### config.mk
export PLATFORM = sky130hd
export DESIGN_NAME = nvm_bus_front
export DESIGN_NICKNAME = d
export VERILOG_FILES = /design/src/rtl/nvm_bus_pkg.sv /design/src/rtl/nvm_bus_sampler.sv /design/src/rtl/nvm_cell_array.sv /design/src/rtl/nvm_lane_driver.sv /design/src/rtl/nvm_cmd_capture.sv /design/src/rtl/nvm_bus_front.sv
export SDC_FILE = /design/constraint.sdc
export NUM_CORES = 1
export LEC_CHECK = 0
export ABC_AREA = 1
export BUFFER_PORTS_ARGS = -buffer_cell sky130_fd_sc_hd__buf_4
export CAP_MARGIN = 20
export CORE_MARGIN = 3
export CORE_UTILIZATION = 65
export DETAILED_ROUTE_END_ITERATION = 16
export PLACE_DENSITY = 0.89
export REMOVE_ABC_BUFFERS = 1
export SETUP_SLACK_MARGIN = 0.2
export SLEW_MARGIN = 20
export SYNTH_ARGS = -nofsm -noshare
export SYNTH_HDL_FRONTEND = slang
export SYNTH_SLANG_ARGS = --single-unit
### constraint.sdc
create_clock -name clk -period 6.8 [get_ports clk]
set_input_delay 1.36 -clock clk [delete_from_list [all_inputs] [get_ports clk]]
set_output_delay 1.36 -clock clk [all_outputs]
set_load 0.03 [all_outputs]
### src/rtl/nvm_bus_pkg.sv
// Shared widths and the sampled-bus record used across the bus front end.
// Assumes a 20-bit word address and a 16-bit data bus.
package nvm_bus_pkg;
    localparam int ADDR_W  = 20;
    localparam int DATA_W  = 16;
    localparam int BYTE_W  = 8;
    localparam int CADDR_W = ADDR_W + 1;

    typedef struct packed {
        logic              ce_n;
        logic              oe_n;
        logic              we_n;
        logic              wide;
        logic [ADDR_W-1:0] addr;
        logic [DATA_W-1:0] dq;
    } bus_smp_t;

    localparam bus_smp_t SMP_IDLE = '{ce_n: 1'b1, oe_n: 1'b1, we_n: 1'b1,
                                     wide: 1'b1, addr: '0, dq: '0};
endpackage

### src/rtl/nvm_bus_sampler.sv
// Registers the external bus once into the clock domain and keeps the
// previous write-enable level for edge detection.
// Assumes the strobes already meet setup to clk (synchronised upstream).
module nvm_bus_sampler
    import nvm_bus_pkg::*;
(
    input  logic              clk,
    input  logic              rst_n,
    input  logic              ce_n,
    input  logic              oe_n,
    input  logic              we_n,
    input  logic              wide_sel,
    input  logic [ADDR_W-1:0] addr,
    input  logic [DATA_W-1:0] dq_in,
    output bus_smp_t          smp,
    output logic              we_prev
);
    // Capture the bus each cycle; reset to a deselected idle bus.
    always_ff @(posedge clk) begin
        if (!rst_n) begin
            smp     <= SMP_IDLE;
            we_prev <= 1'b1;
        end else begin
            smp     <= '{ce_n: ce_n, oe_n: oe_n, we_n: we_n,
                         wide: wide_sel, addr: addr, dq: dq_in};
            we_prev <= smp.we_n;
        end
    end
endmodule

### src/rtl/nvm_cell_array.sv
// Small word array, erased to all ones at reset, with a store port and an
// asynchronous read by index.
// Assumes one store per cycle at most; WORDS is a power of two.
module nvm_cell_array
    import nvm_bus_pkg::*;
#(
    parameter int WORDS = 16,
    localparam int IDX_W = $clog2(WORDS)
) (
    input  logic              clk,
    input  logic              rst_n,
    input  logic              st_en,
    input  logic [IDX_W-1:0]  st_idx,
    input  logic [DATA_W-1:0] st_data,
    input  logic [IDX_W-1:0]  rd_idx,
    output logic [DATA_W-1:0] rd_word
);
    logic [DATA_W-1:0] cells [WORDS];

    // One register per word: erase on reset, load on a matching store.
    for (genvar g = 0; g < WORDS; g++) begin : g_cell
        always_ff @(posedge clk) begin
            if (!rst_n)
                cells[g] <= '1;
            else if (st_en && st_idx == IDX_W'(g))
                cells[g] <= st_data;
        end
    end

    // Combinational read of the selected word.
    always_comb rd_word = cells[rd_idx];

    assert_store_lands_R10: assert property (@(posedge clk) disable iff (!rst_n)
        (st_en && rd_idx == st_idx) |=> (rd_word == $past(st_data)));
endmodule

### src/rtl/nvm_lane_driver.sv
// Decides whether a read is active, selects the byte in 8-bit mode and
// drives the three lane-group output enables.
// Assumes a sampled bus record and the word already fetched from the array.
module nvm_lane_driver
    import nvm_bus_pkg::*;
(
    input  logic              clk,
    input  logic              rst_n,
    input  bus_smp_t          smp,
    input  logic [DATA_W-1:0] word,
    output logic [DATA_W-1:0] dq_out,
    output logic              lane_lo_oe,
    output logic              lane_mid_oe,
    output logic              lane_top_oe
);
    logic              rd_act;
    logic [BYTE_W-1:0] byte_pick;
    logic [DATA_W-1:0] dq_nxt;

    // Read needs chip and output enabled with write enable idle.
    always_comb rd_act = !smp.ce_n && !smp.oe_n && smp.we_n;

    // In 8-bit mode the top data pin selects the byte half.
    always_comb byte_pick = smp.dq[DATA_W-1] ? word[DATA_W-1:BYTE_W] : word[BYTE_W-1:0];

    // Form the next output word; undriven lanes read as zero.
    always_comb begin
        dq_nxt = '0;
        if (rd_act)
            dq_nxt = smp.wide ? word : {{(DATA_W-BYTE_W){1'b0}}, byte_pick};
    end

    // Register data and lane enables toward the pads.
    always_ff @(posedge clk) begin
        if (!rst_n) begin
            dq_out      <= '0;
            lane_lo_oe  <= 1'b0;
            lane_mid_oe <= 1'b0;
            lane_top_oe <= 1'b0;
        end else begin
            dq_out      <= dq_nxt;
            lane_lo_oe  <= rd_act;
            lane_mid_oe <= rd_act && smp.wide;
            lane_top_oe <= rd_act && smp.wide;
        end
    end

    assert_deselect_quiet_R4: assert property (@(posedge clk) disable iff (!rst_n)
        smp.ce_n |=> !lane_lo_oe && !lane_mid_oe && !lane_top_oe);
    assert_byte_upper_float_R3: assert property (@(posedge clk) disable iff (!rst_n)
        !smp.wide |=> !lane_mid_oe && !lane_top_oe && dq_out[DATA_W-1:BYTE_W] == '0);
    assert_contention_float_R6: assert property (@(posedge clk) disable iff (!rst_n)
        (!smp.oe_n && !smp.we_n) |=> !lane_lo_oe);
    assert_upper_needs_lower_R1: assert property (@(posedge clk) disable iff (!rst_n)
        lane_mid_oe |-> lane_lo_oe);
endmodule

### src/rtl/nvm_cmd_capture.sv
// Detects a write-enable rising edge with the chip selected and output
// enable idle, and emits one command pulse with a byte address and byte.
// Assumes address and data are stable in the sample that shows we_n high.
module nvm_cmd_capture
    import nvm_bus_pkg::*;
(
    input  logic               clk,
    input  logic               rst_n,
    input  bus_smp_t           smp,
    input  logic               we_prev,
    output logic               cmd_valid,
    output logic [CADDR_W-1:0] cmd_addr,
    output logic [BYTE_W-1:0]  cmd_data
);
    logic wr_edge;
    logic lsb;

    // Rising write enable while selected and not reading.
    always_comb wr_edge = smp.we_n && !we_prev && !smp.ce_n && smp.oe_n;

    // Lowest byte-address bit: 0 in 16-bit mode, the top data pin otherwise.
    always_comb lsb = smp.wide ? 1'b0 : smp.dq[DATA_W-1];

    // Register the pulse and its payload; payload is zero when idle.
    always_ff @(posedge clk) begin
        if (!rst_n) begin
            cmd_valid <= 1'b0;
            cmd_addr  <= '0;
            cmd_data  <= '0;
        end else begin
            cmd_valid <= wr_edge;
            cmd_addr  <= wr_edge ? {smp.addr, lsb} : '0;
            cmd_data  <= wr_edge ? smp.dq[BYTE_W-1:0] : '0;
        end
    end

    assert_single_pulse_R7: assert property (@(posedge clk) disable iff (!rst_n)
        cmd_valid |=> !cmd_valid);
    assert_cmd_needs_select_R4: assert property (@(posedge clk) disable iff (!rst_n)
        smp.ce_n |=> !cmd_valid);
    assert_cmd_not_in_contention_R6: assert property (@(posedge clk) disable iff (!rst_n)
        !smp.oe_n |=> !cmd_valid);
endmodule

### src/rtl/nvm_bus_front.sv
// Top of the bus front end: sampler, array, read lane driver and command
// capture. Assumes wide_sel changes only while the chip is deselected.
module nvm_bus_front
    import nvm_bus_pkg::*;
#(
    parameter int WORDS = 16,
    localparam int IDX_W = $clog2(WORDS)
) (
    input  logic               clk,
    input  logic               rst_n,
    input  logic               ce_n,
    input  logic               oe_n,
    input  logic               we_n,
    input  logic               wide_sel,
    input  logic [ADDR_W-1:0]  addr,
    input  logic [DATA_W-1:0]  dq_in,
    output logic [DATA_W-1:0]  dq_out,
    output logic               lane_lo_oe,
    output logic               lane_mid_oe,
    output logic               lane_top_oe,
    input  logic               st_en,
    input  logic [IDX_W-1:0]   st_idx,
    input  logic [DATA_W-1:0]  st_data,
    output logic               cmd_valid,
    output logic [CADDR_W-1:0] cmd_addr,
    output logic [BYTE_W-1:0]  cmd_data
);
    bus_smp_t          smp;
    logic              we_prev;
    logic [DATA_W-1:0] word;

    nvm_bus_sampler u_smp (
        .clk(clk), .rst_n(rst_n), .ce_n(ce_n), .oe_n(oe_n), .we_n(we_n),
        .wide_sel(wide_sel), .addr(addr), .dq_in(dq_in),
        .smp(smp), .we_prev(we_prev)
    );

    nvm_cell_array #(.WORDS(WORDS)) u_arr (
        .clk(clk), .rst_n(rst_n), .st_en(st_en), .st_idx(st_idx),
        .st_data(st_data), .rd_idx(smp.addr[IDX_W-1:0]), .rd_word(word)
    );

    nvm_lane_driver u_lane (
        .clk(clk), .rst_n(rst_n), .smp(smp), .word(word), .dq_out(dq_out),
        .lane_lo_oe(lane_lo_oe), .lane_mid_oe(lane_mid_oe), .lane_top_oe(lane_top_oe)
    );

    nvm_cmd_capture u_cmd (
        .clk(clk), .rst_n(rst_n), .smp(smp), .we_prev(we_prev),
        .cmd_valid(cmd_valid), .cmd_addr(cmd_addr), .cmd_data(cmd_data)
    );

    assert_read_only_when_enabled_R5: assert property (@(posedge clk) disable iff (!rst_n)
        lane_lo_oe |-> $past(!smp.ce_n && !smp.oe_n && smp.we_n));
endmodule

-- Yosys cells after proc, flatten, opt, wreduce, memory -nomap -nowiden
Memory sizes are Yosys's and may differ from the RTL's. A register that Yosys moved wholly into a read port is not among the register bits.
Cells that the tools add are included.
- memory bits (read-only): 0
- output and inout bits: 49
- register bits: 89
- input bits: 63
- word-level logic and storage cells: 147
- latch bits: 0
- memory bits (writable): 256
- memories: 1
- memories (memory ; depth ; bits a word ; rd ports ; clocked after Yosys merged registers in ; write ports ; RTL line ; text):
    u_arr.cells ; 16 ; 16 ; 1 ; 1 ; 16 ; nvm_cell_array.sv:18 ; logic [DATA_W-1:0] cells [WORDS];
- equal/unequal tests: 15
- bitwise gates (word level): 18
- div/mod/pow operators: 0
- multipliers: 0
- magnitude comparators: 0
- shift operators: 0
- reduce and logical (&&, ||, !) cells: 30
- multiplexer cells: 68
- add/sub/neg operators: 0
- operators by type and width (cell ; count):
    16-bit two-way mux ; 16
    1-bit two-way mux ; 49
    4-bit == test (second input constant) ; 8
    1-bit logical AND ; 22
    4-bit by 3-bit == test with 1-bit output (second input constant) ; 4
    8-bit two-way mux ; 2
    1-bit OR ; 16
    4-bit by 2-bit == test with 1-bit output (second input constant) ; 2
    4-bit by 1-bit == test with 1-bit output (second input constant) ; 1
    4-bit logical NOT ; 1
    4-bit two-way mux ; 1
    2-bit AND reduction ; 2
    1-bit logical NOT ; 3
    3-bit AND reduction ; 1
    3-bit OR reduction ; 1
    1-bit NOT ; 2

-- Logic depth before layout (Yosys ltp)
- depth in word-level cells: 6
- gate-level depth with buffers: 11
- mapped depth without buffers: 9

-- Cells and area by module
Synthesis repeated with hierarchy kept, for this count alone.
- cells, all modules: 1713
- area total of the unflattened synthesis: 15407.3 µm²
- by module, submodules not included (module ; area an instance (µm²) ; cells each ; instances):
    nvm_cell_array ; 12592.1 ; 1403 ; 1
    nvm_bus_sampler ; 1197.4 ; 128 ; 1
    nvm_cmd_capture ; 973.4 ; 98 ; 1
    nvm_lane_driver ; 644.4 ; 84 ; 1

-- Worst setup path before layout
No wires, ideal clock.
- kind: input -> register
- start: in st_idx[1]
- end: mem u_arr.cells[10][0], enable pin
- path slack: 3.516 ns
- stages on the path: 4
- data required time: 6.389 ns
- data arrival time: 2.872 ns
- buffers on the path: 0
- cell sequence: inv_1 > nor2_1 > nand2_1 > o21ai_0
- RTL lines (element ; RTL line ; text):
    start, declared ; nvm_bus_front.sv:22 ; input logic [IDX_W-1:0] st_idx,
    end, declared ; nvm_cell_array.sv:18 ;

-- Worst setup path in the final report
- start: in rst_n
- end: reg u_lane.dq_out[9]
- longest elaborated chain between the ends: 1
- RTL lines (element ; RTL line ; text):
    start, declared ; nvm_bus_front.sv:10 ; input logic rst_n,
    3-bit AND reduction (no source line) ; - ;
    end signal, assigned ; nvm_lane_driver.sv:41 ; dq_out <= dq_nxt;
    end, declared ; nvm_lane_driver.sv:11 ; output logic [DATA_W-1:0] dq_out,
Every way passes these cells.
A chain may end at the register's enable or synchronous reset.

==> key figures <==
Pwr
  – Switch Pwr: 1.06 mW
  – P_leak: 7.06 nW
  – Clock power share: 41.1%
  – PwrDens: 280 nW/um^2
  – Seq pwr share: 51.5%
  – Switching share of power: 23.2%
  – Comb power frac: 7.4%
  – Int Pwr: 3.52 mW
  – Worst vdd ir: 0.000207 V

Synthesis
  – Most common cell in the synthesized netlist: nand2_1
  – Mapped Cells: 1,590
  – Ys Warns: 0
  – Synth cell count leaders: 686 x nand2_1, 256 x edfxtp_1, 178 x inv_1
  – #FFs+latches synth: 338
  – Syn avg cell area: 9.19 sq um
  – Sequential area share after synthesis: 63.8%
  – Post-synth ARST share: 0%
  – Area contributors post-synth: edfxtp_1 53%, nand2_1 18%, dfxtp_1 11%
  – Top FF cell, synth: edfxtp_1
  – Area leader, netlist: edfxtp_1
  – Number of synthesized flops with an enable pin: 256
  – Area of the mapped netlist: 14,600 sq um
  – Post-synth top area share: 52.6%
  – Yosys cell types: 27

Global routing
  – Vias in the first global route: 10,687
  – Total track usage: 29.7%
  – Pin count of the biggest net entering global routing: 89
  – First-pass GRT wire length: 55,800 microns
  – Gr ovfl total: 0
  – Initial antenna violation count: 0

Worst setup path
  – Critical-path top delay cell: nor3_4
  – Largest delay share family, worst path: simple AND/OR/NAND/NOR gates
  – Crit path arrival time: 3780 ps
  – CP Capture Type: flop
  – Max incr delay on CP: 550 ps
  – Setup crit start kind: input pin
  – Critical-path cell list: buf_4 -> inv_2 -> or2_1 -> nor3_4 -> nand2_4 -> a21oi_1
  – Crit path buf inv count: 2
  – Worst EP required: 7210 ps
  – Crit Path Class: input pin to flop
  – CP max FO: 47

Timing
  – Clock Skew: 17.0 ps
  – Final Hold Viols: 0
  – Final setup vio count: 0
  – Slew margin rel.: 33.4%
  – Setup TNS: 0 ps
  – Fmax: 0.297 GHz
  – Setup ws final: 3440 ps
  – Min Hold Slack: 407 ps
  – Least-Margin Pin Slew: 998 ps
  – Final Max Tran Viols: 0
  – Min Clock Period, post-route: 3360 ps
  – Post-route clock period utilization: 49.5%
  – RSZ-0062 raised after global routing: false

Routing
  – Avg Vias per Cell: 5.65
  – Top sig layer: met4
  – M1 WL: 12,900 microns
  – Antenna Nets Post-Route: 0
  – Routed length per instance: 18.4 microns
  – Iteration-0 DRC Markers: 1,417
  – Remaining DRCs: 0
  – Met2 routed wirelength: 17,600 microns
  – Pre-Repair DR Iteration Count: 6
  – DR vias: 11,008
  – Metal3 WL: 4070 microns
  – Routed WL: 35,900 microns

Placement
  – Dpl cells: 1,885
  – PortBufs: 104
  – Worst slack, placed: 3030 ps
  – RD Place Congestion: 0.852
  – Hpwl dp: 22,100 microns

Clock network
  – CTS root buf: clkbuf_16
  – Htree depth: 2
  – Worst skew pair latency: 520 ps
  – CTS tree: built
  – Num CTS Buffers: 35
  – Postcts setup bufs: 0
  – Post-cts resize count: 0
  – Clock slew seen by the registers of the worst setup and hold paths: 60 ps
  – # hold bufs at CTS: 0
  – Num Clock Sinks: 338
  – Clk buf depth: 3

Status
  – Status: finished clean

Layout
  – Final core utilization: 74.6%
  – Finished Layout Cells: 1,950
  – Total Nets Final: 1,705
  – Synth-to-layout area growth: 12.0%
  – Share of layout cells above drive strength 1: 11.8%
  – Fill cells: 1,368

Floorplanning
  – I/O pins: 112
  – Die H: 156 microns
  – Die width: 156 microns
  – Die area: 24,300 sq um
  – Starting Density: 66.6%
  – Core area: 22,000 sq um
  – Num rows: 54

Job
  – Max-cap violations: 0

Worst hold path
  – Hold WC Path Type: flop to flop
-- power groups by stage --
stage | Combinational [mW] | Sequential [mW] | Clock [mW]
floorplan | 0.199 | 2.40 | 0
global placement | 0.316 | 2.39 | 0
detailed placement | 0.331 | 2.40 | 0
CTS | 0.336 | 2.36 | 1.89
global route | 0.374 | 2.37 | 1.97
finish | 0.341 | 2.36 | 1.88
-- per-layer routing --
metal	vias to the layer above	global-route usage, %
met5	-	0
met4	0	12.3
met3	115	5.69
met2	721	49.7
met1	5070	38.3
li1	5102	-
-- cells in the final DEF, fill, tap and decap left out --
cell / netlist / final
inv_1: 178 / 177
or2_1: 1 / 1
nand3_1: 156 / 156
nand2_1: 686 / 686
clkbuf_8: 0 / 6
nor2_2: 7 / 7
nor2_4: 8 / 8
clkbuf_16: 0 / 35
dfxtp_2: 0 / 1
nor3_4: 3 / 3
clkbuf_1: 25 / 10
nand2_2: 1 / 1
inv_6: 0 / 3
buf_4: 21 / 111
nor3_2: 2 / 2
or2_2: 4 / 4
nand2_4: 1 / 1
dfxtp_4: 0 / 1
diode_2: 0 / 1
o211ai_1: 2 / 2
a21oi_1: 8 / 8
clkinv_2: 0 / 5
bufinv_16: 0 / 2
dfxtp_1: 82 / 80
clkinv_1: 1 / 2
o21ai_0: 6 / 4
nor2_1: 78 / 78
o21ai_1: 10 / 12
edfxtp_1: 256 / 256
inv_8: 0 / 1
inv_2: 3 / 4
inv_4: 1 / 2
-- cell type report --
class	count	area, sq um	area share (%)
antenna	1	2.50	0.0153
clock buffer	51	996	6.08
clock inverter	13	133	0.810
inverter	183	689	4.21
multi-input combinational	973	4040	24.6
sequential	338	9330	57.0
tap	280	350	2.14
timing repair buffer	111	833	5.09
-- path summary, 6_finish.rpt --
check                                start                            to  slack [ps]  cells past startpoint
setup / recovery                     rst_n   u_lane.dq_out[9]$_SDFF_PN0_        3440                      6
hold / removal     u_smp.smp[6]$_SDFF_PN0_  u_cmd.cmd_data[6]$_SDFF_PN0_         410                      2
hold reg to reg    u_smp.smp[6]$_SDFF_PN0_  u_cmd.cmd_data[6]$_SDFF_PN0_         410                      2
setup reg to reg  u_smp.smp[17]$_SDFF_PN0_   u_lane.dq_out[5]$_SDFF_PN0_        3840                     10
-- through the flow --
stage                     total power, mW  area [sq um]
final                                4.58         16400
after global placement               2.71         15200
after floorplan                      2.60         14100
after global routing                 4.72         16400
after detailed placement             2.73         15200
after CTS                            4.58         16400
-- sequential cells by signal, indices dropped and copies added, names as in the netlist --
name,flops
u_cmd.cmd_valid,1
u_arr.cells,256
u_cmd.cmd_data,8
u_smp.we_prev,1
u_lane.dq_out,16
u_cmd.cmd_addr,21
u_smp.smp,33
u_lane.lane_mid_oe,1
u_lane.lane_lo_oe,1
-- worst register-to-register path, stage by stage, from the launching register on --
cell	delay [ps]
dfxtp_2	310
buf_4	560
inv_2	550
buf_4	440
nor2_1	160
o21ai_1	80
nand3_1	140
nand3_1	160
nand2_1	140
nor2_1	50
nor2_1	260
-- logic make-up after synthesis --
| kind of cell | Yosys count | synth area share (%) |
|---|---|---|
| and+or+nand+nor | 947 | 26.7 |
| buffers and inverters | 279 | 8.56 |
| DFF | 338 | 63.8 |
| AOI/OAI and AO/OA | 26 | 0.925 |
No activity file was read; power rests on OpenSTA's default activity.
